**src/rtl/hash_csr_pkg.sv**
```systemverilog
package hash_csr_pkg;

   localparam int unsigned REG_W = 32;

   // register byte offsets (software map)
   localparam logic [7:0] OFS_MODE = 8'h10;
   localparam logic [7:0] OFS_STAT = 8'h1C;
   localparam logic [7:0] OFS_SRC  = 8'h20;
   localparam logic [7:0] OFS_DIG  = 8'h24;
   localparam logic [7:0] OFS_KEY  = 8'h28;
   localparam logic [7:0] OFS_LEN  = 8'h2C;
   localparam logic [7:0] OFS_CMD  = 8'h30;

   // status word layout
   localparam int unsigned STS_HASH_BUSY = 0;
   localparam int unsigned STS_HASH_IRQ  = 9;
   localparam logic [REG_W-1:0] STS_IRQ_BITS = 32'h0000_3200;

   // command word layout
   localparam int unsigned CMD_MD5_LE = 2;
   localparam int unsigned CMD_SHA_BE = 3;
   localparam int unsigned CMD_SG     = 18;
   localparam logic [REG_W-1:0] CMD_KEEP = 32'h0004_047C;

   typedef enum logic [2:0] {
      ALG_MD5    = 3'd0,
      ALG_SHA1   = 3'd1,
      ALG_SHA224 = 3'd2,
      ALG_SHA256 = 3'd3,
      ALG_SHA384 = 3'd4,
      ALG_SHA512 = 3'd5,
      ALG_BAD    = 3'd7
   } hash_algo_e;

endpackage

```
**src/rtl/hash_csr_field.sv**
```systemverilog
module hash_csr_field #(
   parameter int unsigned     W    = 32,
   parameter logic [W-1:0]    KEEP = '1
) (
   input  logic         clk,
   input  logic         rst_n,
   input  logic         we,
   input  logic [W-1:0] wdata,
   output logic [W-1:0] q
);

   always_ff @(posedge clk or negedge rst_n) begin
      if (!rst_n)  q <= '0;
      else if (we) q <= wdata & KEEP;
   end

endmodule

```
**src/rtl/hash_cmd_decode.sv**
```systemverilog
module hash_cmd_decode
   import hash_csr_pkg::*;
(
   input  logic [3:0]  alg_bits,   // {cmd[10], cmd[6], cmd[5], cmd[4]}
   input  logic        sg_bit,
   input  logic        be_bit,
   input  logic        le_bit,
   output hash_algo_e  algo,
   output logic        sg,
   output logic        sha_be,
   output logic        md5_le
);

   always_comb begin
      unique case (alg_bits)
         4'b0000: algo = ALG_MD5;
         4'b0010: algo = ALG_SHA1;
         4'b0100: algo = ALG_SHA224;
         4'b0101: algo = ALG_SHA256;
         4'b0110: algo = ALG_SHA512;
         4'b1110: algo = ALG_SHA384;
         default: algo = ALG_BAD;
      endcase
   end

   assign sg     = sg_bit;
   assign sha_be = be_bit;
   assign md5_le = le_bit;

endmodule

```
**src/rtl/hash_csr_status.sv**
```systemverilog
module hash_csr_status (
   input  logic clk,
   input  logic rst_n,
   input  logic cmd_wr_i,
   input  logic done_i,
   input  logic clr_i,
   output logic take_o,
   output logic start_o,
   output logic busy_o,
   output logic flag_o
);

   logic busy_q, flag_q, start_q;
   logic finish;

   assign take_o = cmd_wr_i & ~busy_q;
   assign finish = done_i & busy_q;

   always_ff @(posedge clk or negedge rst_n) begin
      if (!rst_n) begin
         busy_q  <= 1'b0;
         flag_q  <= 1'b0;
         start_q <= 1'b0;
      end else begin
         start_q <= take_o;
         if (take_o)      busy_q <= 1'b1;
         else if (finish) busy_q <= 1'b0;
         if (finish)      flag_q <= 1'b1;
         else if (clr_i)  flag_q <= 1'b0;
      end
   end

   assign start_o = start_q;
   assign busy_o  = busy_q;
   assign flag_o  = flag_q;

   AST_START_ONE_CYCLE: assert property (@(posedge clk) disable iff (!rst_n)
      start_q |=> !start_q);
   AST_TAKE_LAUNCHES: assert property (@(posedge clk) disable iff (!rst_n)
      take_o |=> (start_q && busy_q));
   AST_BUSY_CMD_DROPPED: assert property (@(posedge clk) disable iff (!rst_n)
      (cmd_wr_i && busy_q) |=> !start_q);
   AST_DONE_FLAGS: assert property (@(posedge clk) disable iff (!rst_n)
      (done_i && busy_q) |=> (flag_q && !busy_q));
   AST_CLEAR_EMPTIES: assert property (@(posedge clk) disable iff (!rst_n)
      (clr_i && !(done_i && busy_q)) |=> !flag_q);

endmodule

```
**src/rtl/hash_csr_frontend.sv**
```systemverilog
module hash_csr_frontend
   import hash_csr_pkg::*;
#(
   parameter int unsigned ADDR_W    = 31,
   parameter int unsigned LEN_W     = 28,
   parameter int unsigned DIG_ALIGN = 3,
   parameter int unsigned OFS_W     = 8
) (
   input  logic             clk,
   input  logic             rst_n,
   input  logic             bus_sel,
   input  logic             bus_wen,
   input  logic [OFS_W-1:0] bus_addr,
   input  logic [31:0]      bus_wdata,
   output logic             bus_rvalid,
   output logic [31:0]      bus_rdata,
   output logic             hash_start,
   input  logic             hash_done,
   output logic [31:0]      hash_src_addr,
   output logic [31:0]      hash_dig_addr,
   output logic [31:0]      hash_key_addr,
   output logic [31:0]      hash_len,
   output logic [2:0]       hash_algo,
   output logic             hash_sg,
   output logic             hash_sha_be,
   output logic             hash_md5_le,
   output logic             irq
);

   // ---------------- elaboration checks ----------------
   if (ADDR_W < 16 || ADDR_W > 32) begin : g_bad_addr_w
      $error("hash_csr_frontend: ADDR_W must lie in 16..32");
   end
   if (LEN_W < 1 || LEN_W > 32) begin : g_bad_len_w
      $error("hash_csr_frontend: LEN_W must lie in 1..32");
   end
   if (DIG_ALIGN > 6) begin : g_bad_align
      $error("hash_csr_frontend: DIG_ALIGN must not exceed 6");
   end
   if (OFS_W < 8) begin : g_bad_ofs_w
      $error("hash_csr_frontend: OFS_W must be at least 8");
   end

   // ---------------- derived masks ----------------
   localparam logic [31:0] ADDR_KEEP = 32'((64'd1 << ADDR_W) - 64'd1);
   localparam logic [31:0] LEN_KEEP  = 32'((64'd1 << LEN_W) - 64'd1);
   localparam logic [31:0] LOW_DROP  = 32'((64'd1 << DIG_ALIGN) - 64'd1);
   localparam logic [31:0] DIG_KEEP  = ADDR_KEEP & ~LOW_DROP;
   localparam int unsigned NFLD      = 5;

   // field index: 0 mode, 1 source, 2 digest, 3 key, 4 length
   function automatic logic [7:0] fld_ofs(input int unsigned idx);
      case (idx)
         0:       return OFS_MODE;
         1:       return OFS_SRC;
         2:       return OFS_DIG;
         3:       return OFS_KEY;
         default: return OFS_LEN;
      endcase
   endfunction

   function automatic logic [31:0] fld_keep(input int unsigned idx);
      case (idx)
         0:       return 32'hFFFF_FFFF;
         1:       return ADDR_KEEP;
         2:       return DIG_KEEP;
         3:       return ADDR_KEEP;
         default: return LEN_KEEP;
      endcase
   endfunction

   // ---------------- bus decode ----------------
   logic wr_en, rd_en;
   logic hit_stat, hit_cmd;
   assign wr_en    = bus_sel &  bus_wen;
   assign rd_en    = bus_sel & ~bus_wen;
   assign hit_stat = (bus_addr == OFS_W'(OFS_STAT));
   assign hit_cmd  = (bus_addr == OFS_W'(OFS_CMD));

   // ---------------- pointer / length / mode fields ----------------
   logic [31:0] fld_q [NFLD];

   for (genvar gi = 0; gi < NFLD; gi++) begin : g_fld
      hash_csr_field #(
         .W    (32),
         .KEEP (fld_keep(gi))
      ) u_fld (
         .clk   (clk),
         .rst_n (rst_n),
         .we    (wr_en && (bus_addr == OFS_W'(fld_ofs(gi)))),
         .wdata (bus_wdata),
         .q     (fld_q[gi])
      );
   end

   assign hash_src_addr = fld_q[1];
   assign hash_dig_addr = fld_q[2];
   assign hash_key_addr = fld_q[3];
   assign hash_len      = fld_q[4];

   // ---------------- launch / completion ----------------
   logic take, busy, flag;

   hash_csr_status u_status (
      .clk      (clk),
      .rst_n    (rst_n),
      .cmd_wr_i (wr_en && hit_cmd),
      .done_i   (hash_done),
      .clr_i    (wr_en && hit_stat && bus_wdata[STS_HASH_IRQ]),
      .take_o   (take),
      .start_o  (hash_start),
      .busy_o   (busy),
      .flag_o   (flag)
   );

   // ---------------- command register ----------------
   logic [31:0] cmd_q;
   always_ff @(posedge clk or negedge rst_n) begin
      if (!rst_n)    cmd_q <= '0;
      else if (take) cmd_q <= bus_wdata & CMD_KEEP;
   end

   hash_algo_e algo;
   hash_cmd_decode u_decode (
      .alg_bits ({cmd_q[10], cmd_q[6], cmd_q[5], cmd_q[4]}),
      .sg_bit   (cmd_q[CMD_SG]),
      .be_bit   (cmd_q[CMD_SHA_BE]),
      .le_bit   (cmd_q[CMD_MD5_LE]),
      .algo     (algo),
      .sg       (hash_sg),
      .sha_be   (hash_sha_be),
      .md5_le   (hash_md5_le)
   );
   assign hash_algo = algo;

   // ---------------- status word and interrupt ----------------
   logic [31:0] sts_word;
   always_comb begin
      sts_word                = '0;
      sts_word[STS_HASH_BUSY] = busy;
      sts_word[STS_HASH_IRQ]  = flag;
   end
   assign irq = |(sts_word & STS_IRQ_BITS);

   // ---------------- read path ----------------
   logic [31:0] rd_mux;
   logic        mapped;
   always_comb begin
      rd_mux = '0;
      mapped = 1'b0;
      if (hit_stat) begin rd_mux = sts_word; mapped = 1'b1; end
      if (hit_cmd)  begin rd_mux = cmd_q;    mapped = 1'b1; end
      for (int i = 0; i < NFLD; i++) begin
         if (bus_addr == OFS_W'(fld_ofs(i))) begin
            rd_mux = fld_q[i];
            mapped = 1'b1;
         end
      end
   end

   always_ff @(posedge clk or negedge rst_n) begin
      if (!rst_n) begin
         bus_rvalid <= 1'b0;
         bus_rdata  <= '0;
      end else begin
         bus_rvalid <= rd_en;
         if (rd_en) bus_rdata <= rd_mux;
      end
   end

   // ---------------- assertions ----------------
   AST_UNMAPPED_ZERO: assert property (@(posedge clk) disable iff (!rst_n)
      (rd_en && !mapped) |=> (bus_rvalid && bus_rdata == 32'h0));
   AST_READ_LATENCY: assert property (@(posedge clk) disable iff (!rst_n)
      rd_en |=> bus_rvalid);
   AST_DIGEST_ALIGNED: assert property (@(posedge clk) disable iff (!rst_n)
      (hash_dig_addr & LOW_DROP) == 32'h0);
   AST_SRC_CLIPPED: assert property (@(posedge clk) disable iff (!rst_n)
      (hash_src_addr & ~ADDR_KEEP) == 32'h0);
   AST_LEN_CLIPPED: assert property (@(posedge clk) disable iff (!rst_n)
      (hash_len & ~LEN_KEEP) == 32'h0);
   AST_IRQ_WITH_FLAG: assert property (@(posedge clk) disable iff (!rst_n)
      $rose(flag) |-> irq);

endmodule

```
**config.mk**
```make
export PLATFORM = sky130hd
export DESIGN_NAME = hash_csr_frontend
export DESIGN_NICKNAME = d
export VERILOG_FILES = /design/src/rtl/hash_csr_pkg.sv /design/src/rtl/hash_csr_field.sv /design/src/rtl/hash_cmd_decode.sv /design/src/rtl/hash_csr_status.sv /design/src/rtl/hash_csr_frontend.sv
export SDC_FILE = /design/constraint.sdc
export NUM_CORES = 1
export LEC_CHECK = 0
export BUFFER_PORTS_ARGS = -buffer_cell sky130_fd_sc_hd__buf_2
export CORE_MARGIN = 2
export CORE_UTILIZATION = 30
export DETAILED_ROUTE_END_ITERATION = 8
export MAX_ROUTING_LAYER = met4
export PLACE_DENSITY_LB_ADDON = 0.15
export SLEW_MARGIN = 20
export SYNTH_ARGS = -nofsm -noshare
export SYNTH_HDL_FRONTEND = slang
export SYNTH_SLANG_ARGS = --single-unit
```
**constraint.sdc**
```tcl
create_clock -name clk -period 1.81 [get_ports clk]
set_clock_uncertainty 0.2 [all_clocks]
set_input_delay 0.2715 -clock clk [delete_from_list [all_inputs] [get_ports clk]]
set_output_delay 0.2715 -clock clk [all_outputs]
set_load 0.1 [all_outputs]
```
==> results of run 1 <==
-- sequential cells by signal (all words and copies together), names as in the netlist --
name,cells
g_fld.u_fld.q,150
bus_rdata,32
cmd_q,7
bus_rvalid,1
u_status.busy_o,1
u_status.flag_o,1
u_status.start_o,1
-- logic make-up after synthesis --
family / Yosys count / synth area share [%]
other: 1 / 0.0397
AOI/OAI and AO/OA: 139 / 11.1
buffers and inverters: 171 / 12.5
and+or+nand+nor: 95 / 5.44
DFF: 193 / 51.1
muxes: 168 / 19.9
-- area by class of cell --
class | instances | area [um^2]
Fill cell | 3055 | 19200
Sequential cell | 193 | 4830
Multi-Input combinational cell | 412 | 3750
Timing Repair Buffer | 322 | 2370
Tap cell | 402 | 503
Clock buffer | 17 | 425
Clock inverter | 15 | 193
Inverter | 3 | 11.3
Antenna cell | 1 | 2.50
-- through the flow --
stage	instance area, um^2	hold slack, ps
6_report	12100	71.3
3_5_place_dp	11000	73.6
2_1_floorplan	9790	-224
3_3_place_gp	11000	78.8
4_1_cts	12000	50.9
5_1_grt	12100	63.0
-- critical path: cells and delay by family (launching register included) --
| family | cells | cell delay [ps] |
|---|---|---|
| AO/OA/AOI/OAI | 1 | 60 |
| buffers and inverters | 1 | 190 |
| flip-flops | 1 | 430 |
| AND/OR/NAND/NOR | 2 | 220 |
-- what timing repair did --
action	in CTS	in global routing
hold endpoints to repair	329	0
gates resized for setup	10	33
setup buffers	3	0
cloned	0	0
hold buffers	34	0
pin swaps	3	1
setup endpoints to repair	10	35
-- where the power goes --
| group | internal [mW] | total [mW] | switching, mW |
|---|---|---|---|
| clock | 2.11 | 4.04 | 1.92 |
| sequential | 4.44 | 4.54 | 0.100 |
| combinational | 0.477 | 1.88 | 1.41 |
| total | 7.03 | 10.5 | 3.43 |
-- synth_stat cells, drive strengths merged (4+ instances only) --
library cell	count
dfrtp	193
mux2	158
buf	146
nand2	35
a22oi	22
clkbuf	22
o221ai	20
nor2	18
o21ai	17
o22ai	15
nand2b	12
a21o	11
a21oi	11
a22o	11
a2bb2oi	10
mux2i	10
nand3	7
o221a	7
nor4	4
o211ai	4
-- layer usage --
metal	global-route usage (%)	vias to the layer above	routed length, um
met5	-	-	0
met4	4.13	0	308
met3	3.47	19	1230
met2	27.8	187	13300
met1	25.6	3397	13900
li1	-	3023	-
-- path summary, 6_finish.rpt --
check                                         start                    to  slack [ps]  cells past startpoint
worst max-delay path                       cmd_q[5]          hash_algo[0]          -3                      4
worst min-delay path                        bus_wen      u_status.start_o          70                      3
worst max register to register  g_fld[1].u_fld.q[2]          bus_rdata[2]          50                      4
worst min register to register  g_fld[0].u_fld.q[5]   g_fld[0].u_fld.q[5]         300                      1
max in group asynchronous                     rst_n  g_fld[1].u_fld.q[12]         660                      3
min in group asynchronous                     rst_n         bus_rdata[23]         150                      2
==> metrics.md, run 1 <==
| Metric | Value |
|---|---|
| Status | `complete, but fails checks` |
| Violated checks | `setup timing` |
| PwrDens | `865 nW/um^2` |
| Syn Std Cell Area | `~9500 um^2` |
| Max incr delay on CP | `approximately 430 ps` |
| Commonest non-fill, non-tap cell in the layout | `dfrtp_1` |
| I/O pin count | `214` |
| Vias in the first global route | `around 6,700` |
| Overall Global Routing Usage | `~18%` |
| Via count | `between 6,000 and 7,000` |
| Post-synth EDFFs | `0` |
| Rel. slew slack | `approximately a third` |
| #FFs+latches synth | `about 190` |
| Asr flop ratio synth | `100%` |
| Port bufs | `roughly 200` |
| Post-route setup slack | `-3.36 ps` |
| Max clock buf depth | `2` |
| GRT overflow | `0` |
| Share of layout cells above drive strength 1 | `53.2%` |
| Largest cells by area after synthesis | `dfrtp_1, mux2_2, buf_4` |
| Top cell type's share of synthesized area | `51.1%` |
| # setup viols final | `2` |
| CP Capture Type | `output pin` |
| Layout Area Growth over Synthesis | `27.8%` |
| Peak supply drop | `0.616 mV` |
| TritonCTS clock tree | `done` |
| TritonRoute pass-1 iters | `4` |
| Synth Area per Inst | `between 10 and 15 um^2` |
| Clk sink count | `~190` |
| Vias per cell | `just under 5` |
| 1st-iter DRT viols | `370` |
| Final Max Slew Viols | `0` |
| Most frequent cells in the layout | `dfrtp_1, buf_2, mux2_2, buf_4, mux2_4` |
| Root Driver | `clkbuf_16` |
| GP Congestion | `around 0.75` |
| Distinct cells, synth | `between 50 and 60` |
| Final core utilization | `38.6%` |
| Fin crit period | `1810 ps` |
| Routed wire length | `between 20,000 and 30,000 um` |
| Final Instance Count excl. Fillers | `between 1,000 and 1,500` |
| Sequential area share after synthesis | `between 50 and 60%` |
| Die Span Y | `182 um` |
| Antenna viol nets, final | `0` |
| Nets | `994` |
| Dominant synthesized flop cell | `dfrtp_1` |
| Clock-pin slew on the worst setup and hold paths | `approximately 80 ps` |
| Yosys warns | `0` |
| Startpoint types | `register` |
| DRC viols | `0` |
| Initial antenna violation count | `1` |
| Tightest Pin Transition | `1010 ps` |
| First-pass GRT wire length | `43,900 um` |
| Pwr Total | `between 10 and 15 mW` |
| Crit-path max FO | `4` |
| Final worst path period share | `100%` |
| Worst-Skew Late Latency | `around 450 ps` |
| Required time of the critical path | `roughly 1300 ps` |
| Total CTS buffers | `17` |
| Slowest CP cell | `dfrtp_1` |
| H-tree depth | `4` |
| # Max-Cap Violations | `0` |
| # placed instances | `1,295` |
| RSZ-0062 raised after global routing | `yes` |
| Mapped Cells | `767` |
| Setup TNS | `-4.97 ps` |
| Die width | `around 180 um` |
| Die Area | `about 33,000 um^2` |
| Worst slack, placed | `-532 ps` |
| FP Rows | `65` |
| CP arrival | `between 1000 and 1500 ps` |
| Area leader, netlist | `dfrtp_1` |
| Crit Path Class | `reg2out` |
| WL/cell | `approximately 21 um` |
| Leak | `~6.1 nW` |
| Pin count of the biggest net entering global routing | `between 40 and 50` |
| Initial Utilization | `between 30% and 40%` |
| Hold WC Path Type | `in2reg` |
| Fmax achieved | `approximately 550 MHz` |
| Crit-path cells | `nand3_1 -> o21ai_1 -> nand2b_1 -> buf_12` |
| Final Hold Fails | `0` |
| Core area | `31,300 um^2` |
| Hpwl dp | `20,400 um` |
Note: power is estimated with default switching activity, not from simulation.
==> run 2: changes to the inputs <==
--- a/config.mk
+++ b/config.mk
@@ -6,4 +6,6 @@
 export NUM_CORES = 1
 export LEC_CHECK = 0
+export ABC_AREA = 1
+export ABC_CLOCK_PERIOD_IN_PS = 1810
 export BUFFER_PORTS_ARGS = -buffer_cell sky130_fd_sc_hd__buf_2
 export CORE_MARGIN = 2
--- a/constraint.sdc
+++ b/constraint.sdc
@@ -3,3 +3,3 @@
 set_input_delay 0.2715 -clock clk [delete_from_list [all_inputs] [get_ports clk]]
 set_output_delay 0.2715 -clock clk [all_outputs]
-set_load 0.1 [all_outputs]
+set_load 0.01 [all_outputs]
==> metrics.md, run 2 <==
| Metric | Value |
|---|---|
| Final core utilization | `36.6% (-2.0 points)` |
| Clk sink count | `193 (unchanged)` |
| Biggest regs | `g_fld.u_fld.q: 150 flops, bus_rdata: 32 flops, cmd_q: 7 flops` |
| Fmax achieved | `546 MHz (-1.0%)` |
| # Max-Cap Violations | `0 (unchanged)` |
| Hpwl dp | `20,400 um (about the same)` |
| Top cell type's share of synthesized area | `50.4% (-0.69 points)` |
| Antenna viol nets, final | `0 (unchanged)` |
| Port bufs | `203 (unchanged)` |
| Syn Std Cell Area | `9580 um^2 (+1.4%)` |
| Asr flop ratio synth | `100% (unchanged)` |
| Max clock buf depth | `2 (unchanged)` |
| Max incr delay on CP | `400 ps (-30 ps)` |
| Overall Global Routing Usage | `18.7% (+0.34 points)` |
| Layout Area Growth over Synthesis | `20.3%` |
| TritonCTS clock tree | `done` |
| Leak | `6.01 nW (-1.9%)` |
| Final Max Slew Viols | `0 (unchanged)` |
| CP Capture Type | `output pin` |
| Vias in the first global route | `7,552 (+12%)` |
| H-tree depth | `4 (unchanged)` |
| Share of layout cells above drive strength 1 | `24.2% (-29 points)` |
| Initial Utilization | `30.5% (+0.25 points)` |
| FP Rows | `65 (unchanged)` |
| Pin count of the biggest net entering global routing | `42 (-14%)` |
| Routed wire length | `29,400 um (+2.2%)` |
| Fin crit period | `1830 ps (+18.9 ps)` |
| Via count | `7,733 (+17%)` |
| Die width | `183 um (+0.67%)` |
| Core area | `31,500 um^2 (+0.52%)` |
| Post-synth EDFFs | `0 (unchanged)` |
| Peak supply drop | `0.600 mV (-2.5%)` |
| Final instance area | `11,500 um^2 (-4.6%)` |
| Most frequent cells in the layout | `nand2_1, buf_2, dfrtp_1, nand3_1, o21ai_0` |
| GRT overflow | `0 (unchanged)` |
| # setup viols final | `2 (unchanged)` |
| DRC viols | `0 (unchanged)` |
| Root Driver | `clkbuf_16` |
| Synth Area per Inst | `8.32 um^2 (-33%)` |
| Mapped Cells | `1,152 (+50%)` |
| Post-route setup slack | `-22.3 ps (-18.9 ps)` |
| Die Area | `33,400 um^2 (+1.3%)` |
| Worst path buffer plus inverter count | `3 (+2)` |
| GP Congestion | `0.809 (+7.4%)` |
| Max FFs per register | `150 (unchanged)` |
| Crit-path max FO | `3 (-1)` |
| WL/cell | `17.3 um (-18%)` |
| Commonest non-fill, non-tap cell in the layout | `nand2_1` |
| Pwr Total | `9.35 mW (-11%)` |
| 1st-iter DRT viols | `473 (+28%)` |
| Startpoint types | `register` |
| Hold WC Path Type | `in2reg` |
| Status | `complete, but fails checks` |
| Final worst path period share | `101% (+1.0 points)` |
| Nets | `1,330 (+34%)` |
| Most common cell in the netlist | `nand2_1` |
| Yosys warns | `0 (unchanged)` |
| Total CTS buffers | `17 (unchanged)` |
| I/O pin count | `214 (unchanged)` |
| #FFs+latches synth | `193 (unchanged)` |
| PwrDens | `811 nW/um^2 (-6.3%)` |
| RSZ-0062 raised after global routing | `yes` |
| Top reg by flops | `g_fld.u_fld.q` |
| Largest cells by area after synthesis | `dfrtp_1, nand2_1, buf_4` |
| Die Span Y | `183 um (+0.67%)` |
| Violated checks | `setup timing` |
| Vias per cell | `4.55 (-6.3%)` |
| Placed Area | `10,500 um^2 (-4.1%)` |
| Crit Path Class | `reg2out` |
| Slowest CP cell | `dfrtp_1` |
| Area leader, netlist | `dfrtp_1` |
| Required time of the critical path | `1340 ps (about the same)` |
| Crit-path cells | `inv_1 -> nor2_1 -> nand2_1 -> inv_2 -> o21ai_0 -> buf_2` |
| TritonRoute pass-1 iters | `5 (+1)` |
| Dominant synthesized flop cell | `dfrtp_1` |
| Top post-synthesis cells by count | `nand2_1, dfrtp_1, buf_4, nand3_1` |
| Sequential area share after synthesis | `50.4% (-0.69 points)` |
| CP arrival | `1360 ps (+20 ps)` |
| Clock-pin slew on the worst setup and hold paths | `80 ps (about the same)` |
| Final Hold Fails | `0 (unchanged)` |
| First-pass GRT wire length | `45,800 um (+4.5%)` |
| Initial antenna violation count | `1 (unchanged)` |
| Crit-path leading delay family | `flip-flops` |
| Worst-Skew Late Latency | `440 ps (about the same)` |
| Distinct cells, synth | `25 (-51%)` |
==> run 2: changes by cell type after synthesis, sizes merged, moves of 18 or more <==
cell,previous run,this run
nand2,35,286
mux2,158,0
o21ai,17,156
nand3,7,109
inv,3,78
nor2,18,92
o21a,0,40
a22oi,22,1
o221ai,20,0
buf,146,164
==> run 2: report_power, final <==
group	switching, mW	total (mW)	internal (mW)
combinational	0.515	0.866	0.350
sequential	0.116	4.58	4.46
clock	1.93	3.90	1.98
==> run 2: logic make-up after synthesis <==
logic type | Yosys count | synth area share (%)
compound gates | 199 | 11.5
other cells | 1 | 0.0391
buf+inv | 265 | 16.4
simple gates | 494 | 21.6
flops | 193 | 50.4
==> run 2: repair_timing <==
item                                    CTS  global route
hold buffers                             34             0
setup buffers                             3             3
hold endpoints to repair                313             0
endpoints found under the setup margin    3             3
pin swaps                                 0             2
resized for setup                         0             3
gates cloned                              0             0
==> run 2: layout make-up <==
type | count | area [um^2]
antenna | 1 | 2.50
inverter | 78 | 293
clock buffer | 17 | 425
multi-input combinational | 703 | 3250
fill | 3291 | 19900
tap | 402 | 503
sequential | 193 | 4830
clock inverter | 14 | 174
timing repair buffer | 292 | 2050
==> run 2: tightest hold or removal path, delay by kind of cell <==
kind                   cells  cell delay, ps
and+or+nand+nor            2             100
buffers and inverters      2             180
AOI/OAI and AO/OA          1              60
==> run 2: through the flow <==
stage | setup TNS (ps) | hold slack (ps) | instances | setup WS, ps
floorplan | 0 | -224 | 1161 | 252
global placement | -618 | 74.5 | 1628 | -83.1
detailed placement | -1530 | 72.9 | 1628 | -72.5
CTS | -90.1 | 4.50 | 1696 | -48.6
global route | -300 | 29.1 | 1700 | -105
finish | -26.4 | 24.6 | 1700 | -22.3
==> run 2: worst paths after layout <==
path,start,end,slack (ps),cells after the start
min in group asynchronous,rst_n,g_fld[4].u_fld.q[11],150,2
min reg2reg,bus_rdata[4],bus_rdata[4],280,2
max,cmd_q[5],hash_algo[1],-20,6
max reg2reg,cmd_q[5],bus_rdata[5],390,8
max in group asynchronous,rst_n,g_fld[3].u_fld.q[17],710,3
min,bus_wen,bus_rdata[2],20,5
==> run 2: per-layer routing <==
layer,share of wire [%],vias up,GRT usage (%)
met5,0,-,-
met3,5.5,20,3.91
met1,48,3686,25.3
met2,46,213,29.0
met4,1.3,0,4.23
li1,-,3814,-
